File: config.mk
export PLATFORM = sky130hd
export DESIGN_NAME = clk_switch_seq
export DESIGN_NICKNAME = d
export VERILOG_FILES = /design/src/rtl/clk_seq_pkg.sv /design/src/rtl/clk_seq_timer.sv /design/src/rtl/clk_seq_divcalc.sv /design/src/rtl/clk_seq_ctrl.sv /design/src/rtl/clk_switch_seq.sv
export SDC_FILE = /design/constraint.sdc
export NUM_CORES = 1
export LEC_CHECK = 0
export BUFFER_PORTS_ARGS = -buffer_cell sky130_fd_sc_hd__clkbuf_2
export CORE_ASPECT_RATIO = 2
export CORE_UTILIZATION = 49
export DETAILED_ROUTE_END_ITERATION = 10
export HOLD_SLACK_MARGIN = 0.12
export PLACE_DENSITY = 0.7
export SLEW_MARGIN = 20
export SYNTH_ARGS = -nofsm -noshare
export SYNTH_HDL_FRONTEND = slang
export SYNTH_HIERARCHICAL = 1
export SYNTH_SLANG_ARGS = --single-unit
File: constraint.sdc
create_clock -name clk -period 4 [get_ports clk]
set_input_delay 0.6 -clock clk [delete_from_list [all_inputs] [get_ports clk]]
set_output_delay 0.6 -clock clk [all_outputs]
set_load 0.1 [all_outputs]
File: src/rtl/clk_seq_pkg.sv
package clk_seq_pkg;

    typedef enum logic [3:0] {
        ST_IDLE   = 4'd0,
        ST_BYPASS = 4'd1,
        ST_PWRDN  = 4'd2,
        ST_SRC    = 4'd3,
        ST_PROG   = 4'd4,
        ST_LOCK   = 4'd5,
        ST_CHECK  = 4'd6,
        ST_SWITCH = 4'd7,
        ST_SETTLE = 4'd8,
        ST_DONE   = 4'd9,
        ST_ERR    = 4'd10
    } seq_state_e;

    function automatic int unsigned umax(input int unsigned a, input int unsigned b);
        return (a > b) ? a : b;
    endfunction

endpackage

File: src/rtl/clk_seq_timer.sv
module clk_seq_timer #(
    parameter int CNT_W = 16
) (
    input  logic             clk,
    input  logic             rst_n,
    input  logic             load_i,
    input  logic [CNT_W-1:0] load_val_i,
    output logic             zero_o
);

    logic [CNT_W-1:0] cnt_d, cnt_q;

    always_comb begin
        cnt_d = cnt_q;
        if (load_i) begin
            cnt_d = load_val_i;
        end else if (cnt_q != '0) begin
            cnt_d = cnt_q - CNT_W'(1);
        end
    end

    always_ff @(posedge clk or negedge rst_n) begin
        if (!rst_n) begin
            cnt_q <= '0;
        end else begin
            cnt_q <= cnt_d;
        end
    end

    assign zero_o = (cnt_q == '0);

    // an expired window stays expired until reloaded
    p_hold_zero_r6: assert property (@(posedge clk) disable iff (!rst_n)
        (!load_i && zero_o) |=> zero_o);

endmodule

File: src/rtl/clk_seq_divcalc.sv
module clk_seq_divcalc #(
    parameter int DIV_W    = 6,
    parameter int MULT_W   = 7,
    parameter int REFDIV_W = 5,
    parameter int ODIV_W   = 3
) (
    input  logic [DIV_W-1:0]                   final_div_i,
    input  logic [MULT_W-1:0]                  mult_i,
    input  logic [REFDIV_W-1:0]                refdiv_i,
    input  logic [ODIV_W-1:0]                  odiv_i,
    output logic [DIV_W-1:0]                   div_up_o,
    output logic [MULT_W+REFDIV_W+ODIV_W-1:0]  cfg_word_o
);

    localparam logic [DIV_W-1:0] DIV_MAX = '1;

    // one code above target, pinned at the top code
    always_comb begin
        if (final_div_i == DIV_MAX) begin
            div_up_o = DIV_MAX;
        end else begin
            div_up_o = final_div_i + DIV_W'(1);
        end
    end

    // packed so the PLL sees all three fields in one write
    assign cfg_word_o = {odiv_i, refdiv_i, mult_i};

endmodule

File: src/rtl/clk_seq_ctrl.sv
module clk_seq_ctrl
    import clk_seq_pkg::*;
#(
    parameter int SRC_W        = 2,
    parameter int CFG_W        = 15,
    parameter int DIV_W        = 6,
    parameter int CNT_W        = 16,
    parameter int BYPASS_WAIT  = 120,
    parameter int PWRDN_WAIT   = 60,
    parameter int SRC_WAIT     = 300,
    parameter int SETTLE_WAIT  = 200,
    parameter int LOCK_TIMEOUT = 65535
) (
    input  logic             clk,
    input  logic             rst_n,
    input  logic             start_i,
    input  logic [SRC_W-1:0] src_sel_i,
    input  logic [CFG_W-1:0] cfg_word_i,
    input  logic [DIV_W-1:0] final_div_i,
    input  logic [DIV_W-1:0] div_up_i,
    input  logic             lock_i,
    input  logic             meas_done_i,
    input  logic             meas_ok_i,
    input  logic             tmr_zero_i,
    output logic             tmr_load_o,
    output logic [CNT_W-1:0] tmr_val_o,
    output logic             pll_clken_o,
    output logic             pll_pwren_o,
    output logic [SRC_W-1:0] ref_src_o,
    output logic [CFG_W-1:0] pll_cfg_o,
    output logic             pll_cfg_wr_o,
    output logic [DIV_W-1:0] sys_div_o,
    output logic             meas_req_o,
    output logic             busy_o,
    output logic             done_o,
    output logic             err_o
);

    localparam logic [CNT_W-1:0] BYP_LD    = CNT_W'(BYPASS_WAIT - 1);
    localparam logic [CNT_W-1:0] PWR_LD    = CNT_W'(PWRDN_WAIT - 1);
    localparam logic [CNT_W-1:0] SRC_LD    = CNT_W'(SRC_WAIT - 1);
    localparam logic [CNT_W-1:0] SETTLE_LD = CNT_W'(SETTLE_WAIT - 1);
    localparam logic [CNT_W-1:0] LOCK_LD   = CNT_W'(LOCK_TIMEOUT - 1);

    typedef struct packed {
        seq_state_e       st;
        logic             clken;
        logic             pwren;
        logic [SRC_W-1:0] src;
        logic [SRC_W-1:0] src_lat;
        logic [CFG_W-1:0] cfg;
        logic [CFG_W-1:0] cfg_lat;
        logic             cfg_wr;
        logic [DIV_W-1:0] div;
        logic [DIV_W-1:0] fin_lat;
        logic [DIV_W-1:0] up_lat;
        logic             meas_req;
        logic             done;
        logic             err;
    } ctl_t;

    ctl_t ctl_d, ctl_q;
    logic accept;

    assign accept = start_i &&
                    ((ctl_q.st == ST_IDLE) || (ctl_q.st == ST_DONE) || (ctl_q.st == ST_ERR));

    always_comb begin
        ctl_d        = ctl_q;
        ctl_d.cfg_wr = 1'b0;
        tmr_load_o   = 1'b0;
        tmr_val_o    = '0;

        unique case (ctl_q.st)
            ST_IDLE, ST_DONE, ST_ERR: begin
                if (accept) begin
                    ctl_d.src_lat = src_sel_i;
                    ctl_d.cfg_lat = cfg_word_i;
                    ctl_d.fin_lat = final_div_i;
                    ctl_d.up_lat  = div_up_i;
                    ctl_d.clken   = 1'b0;
                    ctl_d.done    = 1'b0;
                    ctl_d.err     = 1'b0;
                    ctl_d.st      = ST_BYPASS;
                    tmr_load_o    = 1'b1;
                    tmr_val_o     = BYP_LD;
                end
            end
            ST_BYPASS: begin
                if (tmr_zero_i) begin
                    ctl_d.pwren = 1'b0;
                    ctl_d.st    = ST_PWRDN;
                    tmr_load_o  = 1'b1;
                    tmr_val_o   = PWR_LD;
                end
            end
            ST_PWRDN: begin
                if (tmr_zero_i) begin
                    ctl_d.src  = ctl_q.src_lat;
                    ctl_d.st   = ST_SRC;
                    tmr_load_o = 1'b1;
                    tmr_val_o  = SRC_LD;
                end
            end
            ST_SRC: begin
                if (tmr_zero_i) begin
                    ctl_d.div = '0;
                    ctl_d.st  = ST_PROG;
                end
            end
            ST_PROG: begin
                ctl_d.cfg    = ctl_q.cfg_lat;
                ctl_d.cfg_wr = 1'b1;
                ctl_d.pwren  = 1'b1;
                ctl_d.st     = ST_LOCK;
                tmr_load_o   = 1'b1;
                tmr_val_o    = LOCK_LD;
            end
            ST_LOCK: begin
                if (lock_i) begin
                    ctl_d.meas_req = 1'b1;
                    ctl_d.st       = ST_CHECK;
                end else if (tmr_zero_i) begin
                    ctl_d.err = 1'b1;
                    ctl_d.st  = ST_ERR;
                end
            end
            ST_CHECK: begin
                if (meas_done_i) begin
                    ctl_d.meas_req = 1'b0;
                    if (meas_ok_i) begin
                        ctl_d.div = ctl_q.up_lat;
                        ctl_d.st  = ST_SWITCH;
                    end else begin
                        ctl_d.err = 1'b1;
                        ctl_d.st  = ST_ERR;
                    end
                end
            end
            ST_SWITCH: begin
                ctl_d.clken = 1'b1;
                ctl_d.st    = ST_SETTLE;
                tmr_load_o  = 1'b1;
                tmr_val_o   = SETTLE_LD;
            end
            ST_SETTLE: begin
                if (tmr_zero_i) begin
                    ctl_d.div  = ctl_q.fin_lat;
                    ctl_d.done = 1'b1;
                    ctl_d.st   = ST_DONE;
                end
            end
            default: begin
                ctl_d.st = ST_IDLE;
            end
        endcase
    end

    always_ff @(posedge clk or negedge rst_n) begin
        if (!rst_n) begin
            ctl_q <= '0;
        end else begin
            ctl_q <= ctl_d;
        end
    end

    assign pll_clken_o  = ctl_q.clken;
    assign pll_pwren_o  = ctl_q.pwren;
    assign ref_src_o    = ctl_q.src;
    assign pll_cfg_o    = ctl_q.cfg;
    assign pll_cfg_wr_o = ctl_q.cfg_wr;
    assign sys_div_o    = ctl_q.div;
    assign meas_req_o   = ctl_q.meas_req;
    assign done_o       = ctl_q.done;
    assign err_o        = ctl_q.err;
    assign busy_o       = (ctl_q.st != ST_IDLE) && (ctl_q.st != ST_DONE) && (ctl_q.st != ST_ERR);

    // PLL output never selected while the PLL is unpowered
    p_clken_pwr_r8: assert property (@(posedge clk) disable iff (!rst_n)
        pll_clken_o |-> pll_pwren_o);

    // source only moves with the PLL bypassed and powered down
    p_src_safe_r4: assert property (@(posedge clk) disable iff (!rst_n)
        !$stable(ref_src_o) |-> (!pll_clken_o && !pll_pwren_o));

    // configuration strobe is a single cycle
    p_cfg_pulse_r5: assert property (@(posedge clk) disable iff (!rst_n)
        pll_cfg_wr_o |=> !pll_cfg_wr_o);

    // the write happens with divide-by-1 and power enabled
    p_cfg_ctx_r5: assert property (@(posedge clk) disable iff (!rst_n)
        pll_cfg_wr_o |-> (pll_pwren_o && (sys_div_o == '0) && !pll_clken_o));

    // an error leaves the PLL bypassed
    p_err_bypass_r7: assert property (@(posedge clk) disable iff (!rst_n)
        err_o |-> !pll_clken_o);

    // completion coincides with the target divider
    p_done_div_r9: assert property (@(posedge clk) disable iff (!rst_n)
        $rose(done_o) |-> (sys_div_o == ctl_q.fin_lat));

    // stepped code never below the target
    p_up_sat_r10: assert property (@(posedge clk) disable iff (!rst_n)
        busy_o |-> (ctl_q.up_lat >= ctl_q.fin_lat));

    // a start while busy leaves latched settings untouched
    p_busy_ignore_r11: assert property (@(posedge clk) disable iff (!rst_n)
        (busy_o && start_i) |=> ($stable(ctl_q.cfg_lat) && $stable(ctl_q.fin_lat) && $stable(ctl_q.src_lat)));

    // flags exclusive
    p_flags_excl_r12: assert property (@(posedge clk) disable iff (!rst_n)
        !(done_o && err_o));

endmodule

File: src/rtl/clk_switch_seq.sv
module clk_switch_seq
    import clk_seq_pkg::*;
#(
    parameter int SRC_W        = 2,
    parameter int MULT_W       = 7,
    parameter int REFDIV_W     = 5,
    parameter int ODIV_W       = 3,
    parameter int DIV_W        = 6,
    parameter int BYPASS_WAIT  = 120,
    parameter int PWRDN_WAIT   = 60,
    parameter int SRC_WAIT     = 300,
    parameter int SETTLE_WAIT  = 200,
    parameter int LOCK_TIMEOUT = 65535
) (
    input  logic                              clk,
    input  logic                              rst_n,
    input  logic                              start_i,
    input  logic [SRC_W-1:0]                  src_sel_i,
    input  logic [MULT_W-1:0]                 mult_i,
    input  logic [REFDIV_W-1:0]               refdiv_i,
    input  logic [ODIV_W-1:0]                 odiv_i,
    input  logic [DIV_W-1:0]                  final_div_i,
    input  logic                              lock_i,
    input  logic                              meas_done_i,
    input  logic                              meas_ok_i,
    output logic                              pll_clken_o,
    output logic                              pll_pwren_o,
    output logic [SRC_W-1:0]                  ref_src_o,
    output logic [MULT_W+REFDIV_W+ODIV_W-1:0] pll_cfg_o,
    output logic                              pll_cfg_wr_o,
    output logic [DIV_W-1:0]                  sys_div_o,
    output logic                              meas_req_o,
    output logic                              busy_o,
    output logic                              done_o,
    output logic                              err_o
);

    localparam int CFG_W   = MULT_W + REFDIV_W + ODIV_W;
    localparam int CNT_MAX = int'(umax(umax(umax(BYPASS_WAIT, PWRDN_WAIT), umax(SRC_WAIT, SETTLE_WAIT)),
                                       LOCK_TIMEOUT));
    localparam int CNT_W   = $clog2(CNT_MAX + 1);

    logic [DIV_W-1:0] div_up;
    logic [CFG_W-1:0] cfg_word;
    logic             tmr_load;
    logic [CNT_W-1:0] tmr_val;
    logic             tmr_zero;

    clk_seq_divcalc #(
        .DIV_W    (DIV_W),
        .MULT_W   (MULT_W),
        .REFDIV_W (REFDIV_W),
        .ODIV_W   (ODIV_W)
    ) u_divcalc (
        .final_div_i (final_div_i),
        .mult_i      (mult_i),
        .refdiv_i    (refdiv_i),
        .odiv_i      (odiv_i),
        .div_up_o    (div_up),
        .cfg_word_o  (cfg_word)
    );

    clk_seq_timer #(
        .CNT_W (CNT_W)
    ) u_timer (
        .clk        (clk),
        .rst_n      (rst_n),
        .load_i     (tmr_load),
        .load_val_i (tmr_val),
        .zero_o     (tmr_zero)
    );

    clk_seq_ctrl #(
        .SRC_W        (SRC_W),
        .CFG_W        (CFG_W),
        .DIV_W        (DIV_W),
        .CNT_W        (CNT_W),
        .BYPASS_WAIT  (BYPASS_WAIT),
        .PWRDN_WAIT   (PWRDN_WAIT),
        .SRC_WAIT     (SRC_WAIT),
        .SETTLE_WAIT  (SETTLE_WAIT),
        .LOCK_TIMEOUT (LOCK_TIMEOUT)
    ) u_ctrl (
        .clk          (clk),
        .rst_n        (rst_n),
        .start_i      (start_i),
        .src_sel_i    (src_sel_i),
        .cfg_word_i   (cfg_word),
        .final_div_i  (final_div_i),
        .div_up_i     (div_up),
        .lock_i       (lock_i),
        .meas_done_i  (meas_done_i),
        .meas_ok_i    (meas_ok_i),
        .tmr_zero_i   (tmr_zero),
        .tmr_load_o   (tmr_load),
        .tmr_val_o    (tmr_val),
        .pll_clken_o  (pll_clken_o),
        .pll_pwren_o  (pll_pwren_o),
        .ref_src_o    (ref_src_o),
        .pll_cfg_o    (pll_cfg_o),
        .pll_cfg_wr_o (pll_cfg_wr_o),
        .sys_div_o    (sys_div_o),
        .meas_req_o   (meas_req_o),
        .busy_o       (busy_o),
        .done_o       (done_o),
        .err_o        (err_o)
    );

endmodule

# After elaboration in Yosys (flattened, before gate mapping)
# Index checks and enable logic that the tools add are counted.
# W data, S select, Z words.
classes:
  n_eq_ne: 25
  n_mux: 39
  n_reduce_logical: 28
  n_addsub: 2
op_table:
  columns: ["operator", "n"]
  rows:
  - ["$pmux W16 S5", 1]
  - ["$mux W6", 6]
  - ["$pmux W4 S9", 1]
  - ["$mux W16", 2]
  - ["$mux W4", 8]
  - ["$ne A2 B2 Y1 const B", 10]
  - ["$pmux W6 S3", 1]
  - ["$eq A4 B3 Y1 const B", 4]
  - ["$logic_not A16 Y1", 1]
  - ["$reduce_bool A16 Y1", 1]
  - ["$sub A16 B1 Y16 const B", 1]
  - ["$eq A4 B4 Y1 const B", 3]
  - ["$mux W1", 10]
  - ["$reduce_bool A2 Y1", 5]
  - ["$mux W9", 1]
  - ["$eq A4 B2 Y1 const B", 2]
  - ["$ne A4 B4 Y1 const B", 2]
  - ["$pmux W1 S2", 4]
  - ["$reduce_and A2 Y1", 4]
  - ["$mux W7", 1]
  - ["$reduce_and A7 Y1", 1]
  - ["$add A6 B1 Y6 const B", 1]
  - ["$eq A6 B6 Y1 const B", 1]
  - ["$pmux W1 S3", 2]
  - ["15 further kinds", 21]
word_totals:
  input_bits: 29
  out_inout_bits: 30
  word_cells: 109
  regBits: 78

# Longest topological paths before layout
# Gate-level depths: netlist of the first run.
depth:
  ltp_word: 7
  mapped_depth: 15
  ltp_nobuf: 12

# Cells and area by module
# The synthesis of the first run kept the hierarchy.
by_module_without_submodules:
  columns: ["module", "area_each_um2", "cells_each", "instances", "seq_area_each_um2"]
  rows:
  - ["clk_seq_ctrl", 3178.0, 268, 1, 1551.5]
  - ["clk_seq_timer", 959.7, 104, 1, 400.4]
  - ["clk_seq_divcalc", 235.2, 35, 1, 0.0]

# Least setup slack after synthesis of the first run
# OpenSTA, ideal clock, no wires.
synth_path:
  kind: "register -> register"
  startpoint: "reg u_timer.cnt_q[0]"
  endpoint: "reg u_timer.cnt_q[4]"
  t_required_ns: 3.881
  arrival_ns: 3.069
  path_slack_ns: 0.813
  setup_time_ns: 0.119
  synth_period_minus_slack_ns: 3.187
  stages_incl_launch_ff: 15
  n_path_buf: 3
  cell_sequence: "dfrtp_1 > inv_1 > ha_1 > or3b_1 > buf_2 > nand4b_4 > nor2_8 > nor2b_1 > a21oi_1 > or3_1 > o21ai_0 > clkbuf_1 > clkinv_1 > clkbuf_1 > o21a_1"
synth_via:
  elab_chain_len: 4
  word_cells_on_any_way: 10
  classes_between: "add/sub: 1; mux: 6; reduce/logical: 3"
synth_rtl:
  columns: ["item", "line_no", "source"]
  rows:
  - ["from (decl)", "clk_seq_timer.sv:11", "logic [CNT_W-1:0] cnt_d, cnt_q;"]
  - ["from (signal assigned)", "clk_seq_timer.sv:26", "cnt_q <= cnt_d;"]
  - ["$logic_not A16 Y1 (*)", "clk_seq_timer.sv:30", "assign zero_o = (cnt_q == '0);"]
  - ["net tmr_zero", "clk_switch_seq.sv:47", "logic tmr_zero;"]
  - ["$mux W1 (*)", "clk_seq_ctrl.sv:90, clk_seq_ctrl.sv:98", null]
  - ["$pmux W1 S3 (*)", "clk_seq_ctrl.sv:74", "unique case (ctl_q.st)"]
  - ["net tmr_load", "clk_switch_seq.sv:45", "logic tmr_load;"]
  - ["$mux W16 or $reduce_bool A2 Y1 (tied branches)", null, null]
# Mark *: on every way through the listed nets, which the timed path passes. The rest lies on a longest branch. The select of a mux whose other input is x is not followed.
# A chain may end at the register's enable or synchronous reset.

# Worst setup path after layout of the first run
layout_path:
  startpoint: "reg u_timer.cnt_q[0]"
  endpoint: "reg u_timer.cnt_q[1]"
# Same word-level chain as after synthesis.

==> metrics, run 1 <==
CP Cell Sequence=inv_1, ha_1, or3b_1, nand4b_4, nor2_8, nor2b_1, a21oi_1, or3_1, o21ai_0, clkinv_1, mux2_2; CP max stage delay=0.46 ns; Area Overhead vs Synth=6.266%; synthesized cell area=0.004373 sq mm; Critical Path Fanout Max=17; global-route congestion overflow total=0; Die X=68.80 microns; Worst Path Required=between 4 and 5 ns; met2 Use GR=36.49%; RSZ-0062 raised after global routing=false; Core Region=around 0.0086 sq mm; IO Port Bufs=58; Fin Setup TNS=0 ns; CTS Root Cell=clkbuf_16; number of enable flip-flop cells after synthesis=0; Vias=between 2000 and 3000; DRT antenna net count=0; largest cells by area after synthesis=dfrtp_1 (45%), mux2_2 (14%), buf_4 (8.2%); Final HPWL DP=about 6.3 mm; maxcap violations=0; Final Hold Viols=0; htree depth=3; first-pass GRT wire length=roughly 14 mm; DR iter-0 viols=around 180; Mapped Cells=a little over 400; layout cell share with drive strength beyond 1=a little over a third; IO Pins=between 50 and 60; Slew HR=35.66%; global routing usage on met3=4.040%; cts repair resizes=0; DRC=0; top-count cell post-synth=dfrtp_1; die height=135.6 microns; Initial Utilization=50.56%; Tcrit/Tclk final=between 80% and 90%; clock buffer depth=2; Pre-Repair DR Iteration Count=4; critical path's slowest cell=clkinv_1; Synth async-reset ratio=100.0%; Clock transition at path regs=~0.06 ns; GR peak layer=met2; minimum clock period=~3.5 ns; vias per cell=approximately 5.7; GR Util met1=~23%; synth warn=6; nets@finish=447; max-slew violation count=0; sequential-to-total area share from yosys stat=44.64%; crit start category=flop; GP Congestion=slightly above 0.8; Post-CTS Setup Inserts=0; largest net degree at the start of global routing=between 70 and 80; most common library cells after synthesis=dfrtp_1 (78), mux2_2 (53), buf_4 (48); CP Class=reg -> reg; Max Clk Rate=287.7 MHz; Clk Latency, worst-skew pair=0.34 ns; Slew @ Worst Pin=between 0.9 and 1 ns; post-synthesis register bit count=slightly below 80; Final Skew=roughly 0.0068 ns; clock sinks=about 80; routed wire length=8.661 mm; initial antenna violation count=0; Inserted Diodes=0; CTS tree=built; Crit path arrival time=about 3.7 ns; syn_nets=between 400 and 500; worst min path class=in -> async; total CTS buffers=9; Avg Cell Area, Syn=about 11 sq um; row count=48; run status=complete, no violations; Setup-failing EPs final=0; commonest register cell after synthesis=dfrtp_1; Post-CTS Hold Fix Bufs=0; wire per inst=16.66 microns; crit end category=flop; die area=0.009329 sq mm; vias in the first global route=~3000; post-synth cell types=between 60 and 70; Synth area leader=dfrtp_1; gr usage total=between 20% and 30%; Yosys top cell area share=44.64%
## cell families (layout without fill, tap and decap cells)
| kind of cell | after synthesis | after routing | share of synthesized area [%] |
|---|---|---|---|
| simple gates | 107 | 107 | 14.08 |
| flops | 78 | 78 | 44.64 |
| buf+inv | 78 | 91 | 11.62 |
| compound gates | 72 | 72 | 11.36 |
| mux | 60 | 60 | 15.74 |
| xor+xnor | 10 | 10 | 2.003 |
| fa+ha+maj | 2 | 2 | 0.5722 |
## worst max-delay path: cells and delay by family (launching register included)
family / cells / cell delay, ns
and+or+nand+nor: 5 / 1.55
adders and majority gates: 1 / 0.18
muxes: 1 / 0.43
buffers and inverters: 2 / 0.57
DFF: 1 / 0.41
AOI/OAI and AO/OA: 2 / 0.22
## routing by layer
metal,share of wire (%),vias to the layer above
li1,-,1395
met3,3.3,16
met1,36,1484
met5,0,-
met2,58,67
met4,2.9,0
## registers in the layout (all words and copies together) (netlist names)
signal,cells
u_ctrl/ctl_q,33
u_ctrl/done_o,1
u_ctrl/err_o,1
u_ctrl/meas_req_o,1
u_ctrl/pll_cfg_o,15
u_ctrl/pll_cfg_wr_o,1
u_ctrl/pll_clken_o,1
u_ctrl/pll_pwren_o,1
u_ctrl/ref_src_o,2
u_ctrl/sys_div_o,6
u_timer/cnt_q,16
## metrics by stage
step                std cells  setup slack [ns]  hold slack, ns  util (%)  area [sq um]
floorplan                 407            0.8126          0.3044         -          4373
global placement          505            0.6727          0.4799     50.56          4373
detailed placement        505            0.5594          0.4827     50.56          4373
CTS                       520            0.5403          0.4591     53.73          4647
global route              520            0.3366          0.4922     53.73          4647
finish                    520            0.5242          0.4259     53.73          4647
## layout by cell type (no fill, tap or decap), types with 7 or more instances in the layout
master and instances:
dfrtp_1 78, clkbuf_2 57, mux2_2 53, nor2_1 26, nand2_1 25, a21oi_1 22
o21ai_0 11, inv_1 10, clkbuf_16 9, xnor2_1 9, nand2b_1 8, nor3_1 8
buf_4 7, nor2b_1 7, a22oi_1 7
## final timing paths
check,endpoint,slack [ns],startpoint,cells past startpoint
hold / removal,u_ctrl/ctl_q[25],0.43,rst_n,1
max in group asynchronous,u_timer/cnt_q[6],2.96,rst_n,1
hold reg to reg,u_ctrl/ctl_q[13],0.50,u_ctrl/ctl_q[13],1
min in group clk,u_ctrl/ctl_q[36],0.50,odiv_i[2],2
setup / recovery,u_timer/cnt_q[1],0.52,u_timer/cnt_q[0],11
setup reg to reg,u_timer/cnt_q[1],0.52,u_timer/cnt_q[0],11
## final cells by class
class / count / area [sq um]
fillers: 794 / 4001
clock inverters: 5 / 35.03
well taps: 100 / 125.1
clock buffers: 10 / 239.0
repair buffers: 64 / 337.8
inverters: 12 / 45.04
multi-input cells: 251 / 1913
flip-flops and latches: 78 / 1952
Power of run 1 is left out: the tool's default activity adds up to more than one toggle a clock period on the data nets, which glitch-free logic cannot reach.
==> run 2, diff against run 1 <==
Clock period 4 ns to 3.6 ns, I/O delays scaled along.
==> run 2 against run 1 <==
  * Worst hold slack worse by 0.067 ns
  * Register-to-register slack worse by 0.13 ns
  * Maximum frequency up 8.5%
  * Wire length up 1.2%
  * Sequential cell count unchanged
  * Die area unchanged
  * Setup slack worse by 0.13 ns
  * Critical path type unchanged
  * Largest cell class unchanged
  * Highest routed layer unchanged
==> metrics, run 2 (synthesis results as in run 1) <==
IO Port Bufs=58 (unchanged); CP max stage delay=0.46 ns (about the same); vias per cell=5.767 (+1.2%); clock sinks=78 (unchanged); Final HPWL DP=6.212 mm (-0.84%); Slew HR=34.38% (-1.3 points); CP Class=reg -> reg; Initial Utilization=50.56% (unchanged); cells on worst reg2reg path=12 (+1); Critical Path Source=u_timer/cnt_q[0]; Post-CTS Setup Inserts=0 (unchanged); minimum clock period=3.205 ns (-0.2710 ns); most common cell after layout, fill and taps aside=dfrtp_1; RSZ-0062 raised after global routing=false; first-pass GRT wire length=14.03 mm (-1.1%); nets@finish=446 (-0.22%); Max Clk Rate=312.0 MHz (+8.5%); DRT antenna net count=0 (unchanged); gr usage total=20.47% (-0.36 points); Die X=68.80 microns (unchanged); Inserted Diodes=0 (unchanged); IO Pins=59 (unchanged); worst min path class=in -> async; Clk Latency, worst-skew pair=0.33 ns (about the same); post-layout util=53.79% (+0.058 points); Finished Cell Area=0.004652 sq mm (+0.11%); vias in the first global route=2987 (+0.40%); die height=135.6 microns (unchanged); routed wire length=8.761 mm (+1.2%); Clock transition at path regs=0.06 ns (about the same); GP Congestion=0.8493 (+3.5%); Tcrit/Tclk final=89.02% (+2.1 points); CP Cell Sequence=inv_1, ha_1, or3b_1, nand4b_4, nor2_8, nor2b_1, a21oi_1, or3_1, o21ai_0, buf_4, nor3_2, a211oi_1; largest net degree at the start of global routing=79 (unchanged); commonest cells after routing, fill and taps aside=dfrtp_1 (78), clkbuf_2 (57), mux2_2 (53); Setup-failing EPs final=0 (unchanged); global-route congestion overflow total=0 (unchanged); crit start category=flop; Final Skew=0.006740 ns (-0.00001799 ns); Crit path arrival time=3.44 ns (-0.25 ns); die area=0.009329 sq mm (unchanged); Critical Path Fanout Max=15 (-2); critical path's slowest cell=or3b_1; DRC=0 (unchanged); Fin Setup TNS=0 ns (unchanged); Area Overhead vs Synth=6.381%; initial antenna violation count=0 (unchanged); Fin Hold WS=0.3594 ns (-0.06650 ns); Largest Register=u_ctrl/ctl_q; Slew @ Worst Pin=0.9843 ns (+0.01915 ns); maxcap violations=0 (unchanged); Post-CTS Hold Fix Bufs=0 (unchanged); crit end category=flop; cts repair resizes=0 (unchanged); htree depth=3 (unchanged); clock buffer depth=2 (unchanged); layout cell share with drive strength beyond 1=36.67% (unchanged); Vias=2999 (+1.2%); DR iter-0 viols=164 (-9.4%); Pre-Repair DR Iteration Count=4 (unchanged); Worst Path Required=3.84 ns (-0.37 ns); max-slew violation count=0 (unchanged); CTS Root Cell=clkbuf_16; Placed Area=0.004365 sq mm (-0.17%); max FFs per register=33 (unchanged); reg2reg start=u_timer/cnt_q[0]; row count=48 (unchanged); CTS tree=built; Core Region=0.008648 sq mm (unchanged); Final Hold Viols=0 (unchanged); total CTS buffers=9 (unchanged); wire per inst=16.85 microns (+1.2%); run status=complete, no violations
-- run 2: path summary, 6_finish.rpt --
path                                           to  slack [ns]
worst max-delay path            u_timer/cnt_q[13]        0.40
worst min-delay path             u_ctrl/ctl_q[25]        0.36
worst max register to register  u_timer/cnt_q[13]        0.40
worst min register to register   u_ctrl/ctl_q[13]        0.50
max in group asynchronous        u_ctrl/ctl_q[13]        2.59
min in group clk                 u_ctrl/ctl_q[23]        0.44
-- run 2: metrics by stage --
step	cells	setup slack (ns)
finish	520	0.3952
global route	520	0.1089
CTS	520	0.1329
detailed placement	504	0.1532
global placement	504	0.3000
floorplan	407	0.4126
-- run 2: per-layer routing --
layer / GRT usage, % / share of wire (%)
met4: 11.34 / 4.2
met1: 21.31 / 37
met5: 0 / 0
met2: 36.66 / 55
met3: 3.704 / 3.7
-- run 2: area by class of cell --
cell class              instances  area (sq um)
inverters                      12         45.04
flip-flops and latches         78          1952
fillers                       780          3996
clock buffers                  12         256.5
multi-input cells             251          1913
repair buffers                 63         330.3
clock inverters                 4         30.03
well taps                     100         125.1
-- run 2: worst max-delay path: cells and delay by family (launching register included) --
| kind | cells | cell delay, ns |
|---|---|---|
| AO/OA/AOI/OAI | 3 | 0.45 |
| buffers and inverters | 2 | 0.37 |
| adder cells (fa/ha/maj) | 1 | 0.18 |
| AND/OR/NAND/NOR | 6 | 1.70 |
| flip-flops | 1 | 0.40 |
Power of run 2 is left out for the same reason.
==> run 3, diff against run 2 <==
Clock period 3.6 ns to 3.97 ns, I/O delays scaled along.
==> run 3 against run 2 <==
  * Non-clock buffer count grew 1
  * First-iteration DRC count grew 4.3%
  * Worst hold slack got worse by 0.22 ns
  * Design area is 1.3% higher
  * Core utilization up 0.72 points
  * Register-to-register slack better by 0.07 ns
  * Clock-buffer cell count is 2 lower
  * Clock skew is 0.0014 ns lower
  * Critical path depth fell by 1
  * Cell count rose by 0.19%
  * Critical path type unchanged
  * Critical endpoint is now u_timer/cnt_q[10]
  * Largest cell class unchanged
==> metrics, run 3 (synthesis results as in run 1) <==
Finished Cell Area=0.004715 sq mm (+1.3%); Worst Path Required=4.18 ns (+0.34 ns); reg2reg start=u_timer/cnt_q[0]; largest net degree at the start of global routing=79 (unchanged); Critical Path Sink=u_timer/cnt_q[10]; commonest cells after routing, fill and taps aside=dfrtp_1 (78), clkbuf_2 (57), mux2_2 (53); Slew @ Worst Pin=0.8217 ns (-0.1626 ns); clock buffer depth=2 (unchanged); GP Congestion=0.8232 (-3.1%); Clock transition at path regs=0.06 ns (about the same); Max Clk Rate=285.4 MHz (-8.6%); RSZ-0062 raised after global routing=false; Inserted Diodes=0 (unchanged); DRC=0 (unchanged); Final Hold Viols=0 (unchanged); Final Skew=0.005304 ns (-0.001436 ns); Tcrit/Tclk final=88.27% (-0.75 points); max-slew violation count=0 (unchanged); routed wire length=8.913 mm (+1.7%); Clk Latency, worst-skew pair=0.33 ns (about the same); CTS Root Cell=clkbuf_16; initial antenna violation count=0 (unchanged); Vias=3002 (+0.10%); minimum clock period=3.504 ns (+0.2997 ns); DRT antenna net count=0 (unchanged); CP Class=reg -> reg; vias per cell=5.762 (about the same); cells on worst reg2reg path=11 (-1); IO Pins=59 (unchanged); maxcap violations=0 (unchanged); R2R setup slack=0.47 ns (+0.07 ns); Critical Path Source=u_timer/cnt_q[0]; Die X=68.80 microns (unchanged); Placed Area=0.004365 sq mm (unchanged); first-pass GRT wire length=14.50 mm (+3.3%); wire per inst=17.11 microns (+1.5%); Critical Path Fanout Max=17 (+2); IO Port Bufs=58 (unchanged); most common cell after layout, fill and taps aside=dfrtp_1; layout cell share with drive strength beyond 1=36.58% (-0.087 points); Final HPWL DP=6.406 mm (+3.1%); cts repair resizes=0 (unchanged); worst min path class=in -> async; die area=0.009329 sq mm (unchanged); htree depth=3 (unchanged); Pre-Repair DR Iteration Count=6 (+2); gr usage total=21.27% (+0.80 points); reg2reg end=u_timer/cnt_q[10]; Largest Register=u_ctrl/ctl_q; nets@finish=447 (+0.22%); total CTS buffers=9 (unchanged); Setup-failing EPs final=0 (unchanged); vias in the first global route=3011 (+0.80%); crit end category=flop; Fin Setup TNS=0 ns (unchanged); clock sinks=78 (unchanged); Area Overhead vs Synth=7.811%; DR iter-0 viols=171 (+4.3%); global-route congestion overflow total=0 (unchanged); die height=135.6 microns (unchanged); row count=48 (unchanged); run status=complete, no violations; post-layout util=54.51% (+0.72 points); crit start category=flop; Core Region=0.008648 sq mm (unchanged); Post-CTS Setup Inserts=0 (unchanged); filler instances=790 (+1.3%); Slew HR=45.22% (+11 points); Post-CTS Hold Fix Bufs=0 (unchanged); Crit path arrival time=3.72 ns (+0.28 ns); CTS tree=built; Initial Utilization=50.56% (unchanged); max FFs per register=33 (unchanged)
==> run 3: cell types whose count changed in the layout (fill, tap and decap cells not counted) <==
cell / change
clkinv_1: +1
bufinv_16: +2
clkinv_2: -1
inv_2: -1
clkinv_4: -1
inv_6: +1
clkinvlp_4: +1
buf_16: +1
clkbuf_8: -2
==> run 3: worst max-delay path, stage by stage (launching register included) <==
cell and delay [ns]:
dfrtp_1 0.40, inv_1 0.11, ha_1 0.19, or3b_1 0.45, nand4b_4 0.29, nor2_8 0.23, nor2b_1 0.20, a21oi_1 0.09
or3_1 0.40, o21ai_0 0.13, clkinv_1 0.47, mux2_2 0.42
==> run 3: metal layers <==
| metal | wire (microns) | up-vias | global-route usage (%) |
|---|---|---|---|
| li1 | - | 1401 | - |
| met1 | 3291 | 1501 | 24.15 |
| met2 | 5033 | 81 | 35.78 |
| met3 | 302 | 19 | 4.461 |
| met4 | 286 | 0 | 11.56 |
| met5 | 0 | - | 0 |
==> run 3: cell type report <==
type | count | area (sq um) | share of cell area, %
Clock buffer | 10 | 229.0 | 4.857
Inverter | 12 | 45.04 | 0.9554
Multi-Input combinational cell | 251 | 1913 | 40.58
Sequential cell | 78 | 1952 | 41.40
Clock inverter | 6 | 92.59 | 1.964
Timing Repair Buffer | 64 | 357.8 | 7.590
Tap cell | 100 | 125.1 | 2.654
==> run 3: through the flow <==
| step | cells | worst slack [ns] | hold slack, ns |
|---|---|---|---|
| final | 521 | 0.4655 | 0.1437 |
| after global routing | 521 | 0.3130 | 0.1448 |
| after CTS | 520 | 0.5105 | 0.4665 |
| after detailed placement | 504 | 0.5205 | 0.4860 |
| after global placement | 504 | 0.6326 | 0.4798 |
| after floorplan | 407 | 0.7826 | 0.2999 |
==> run 3: worst min path at each step <==
stage	to	from	slack, ns	cells past startpoint
final	u_ctrl/pll_cfg_o[8]	rst_n	0.14	1
after global routing	u_ctrl/pll_cfg_o[8]	rst_n	0.14	1
after CTS	u_ctrl/ctl_q[25]	rst_n	0.47	1
after detailed placement	u_ctrl/ctl_q[13]	u_ctrl/ctl_q[13]	0.49	1
after global placement	u_ctrl/ctl_q[13]	u_ctrl/ctl_q[13]	0.48	1
after floorplan	u_ctrl/ctl_q[10]	rst_n	0.30	0
Power of run 3 is left out for the same reason.
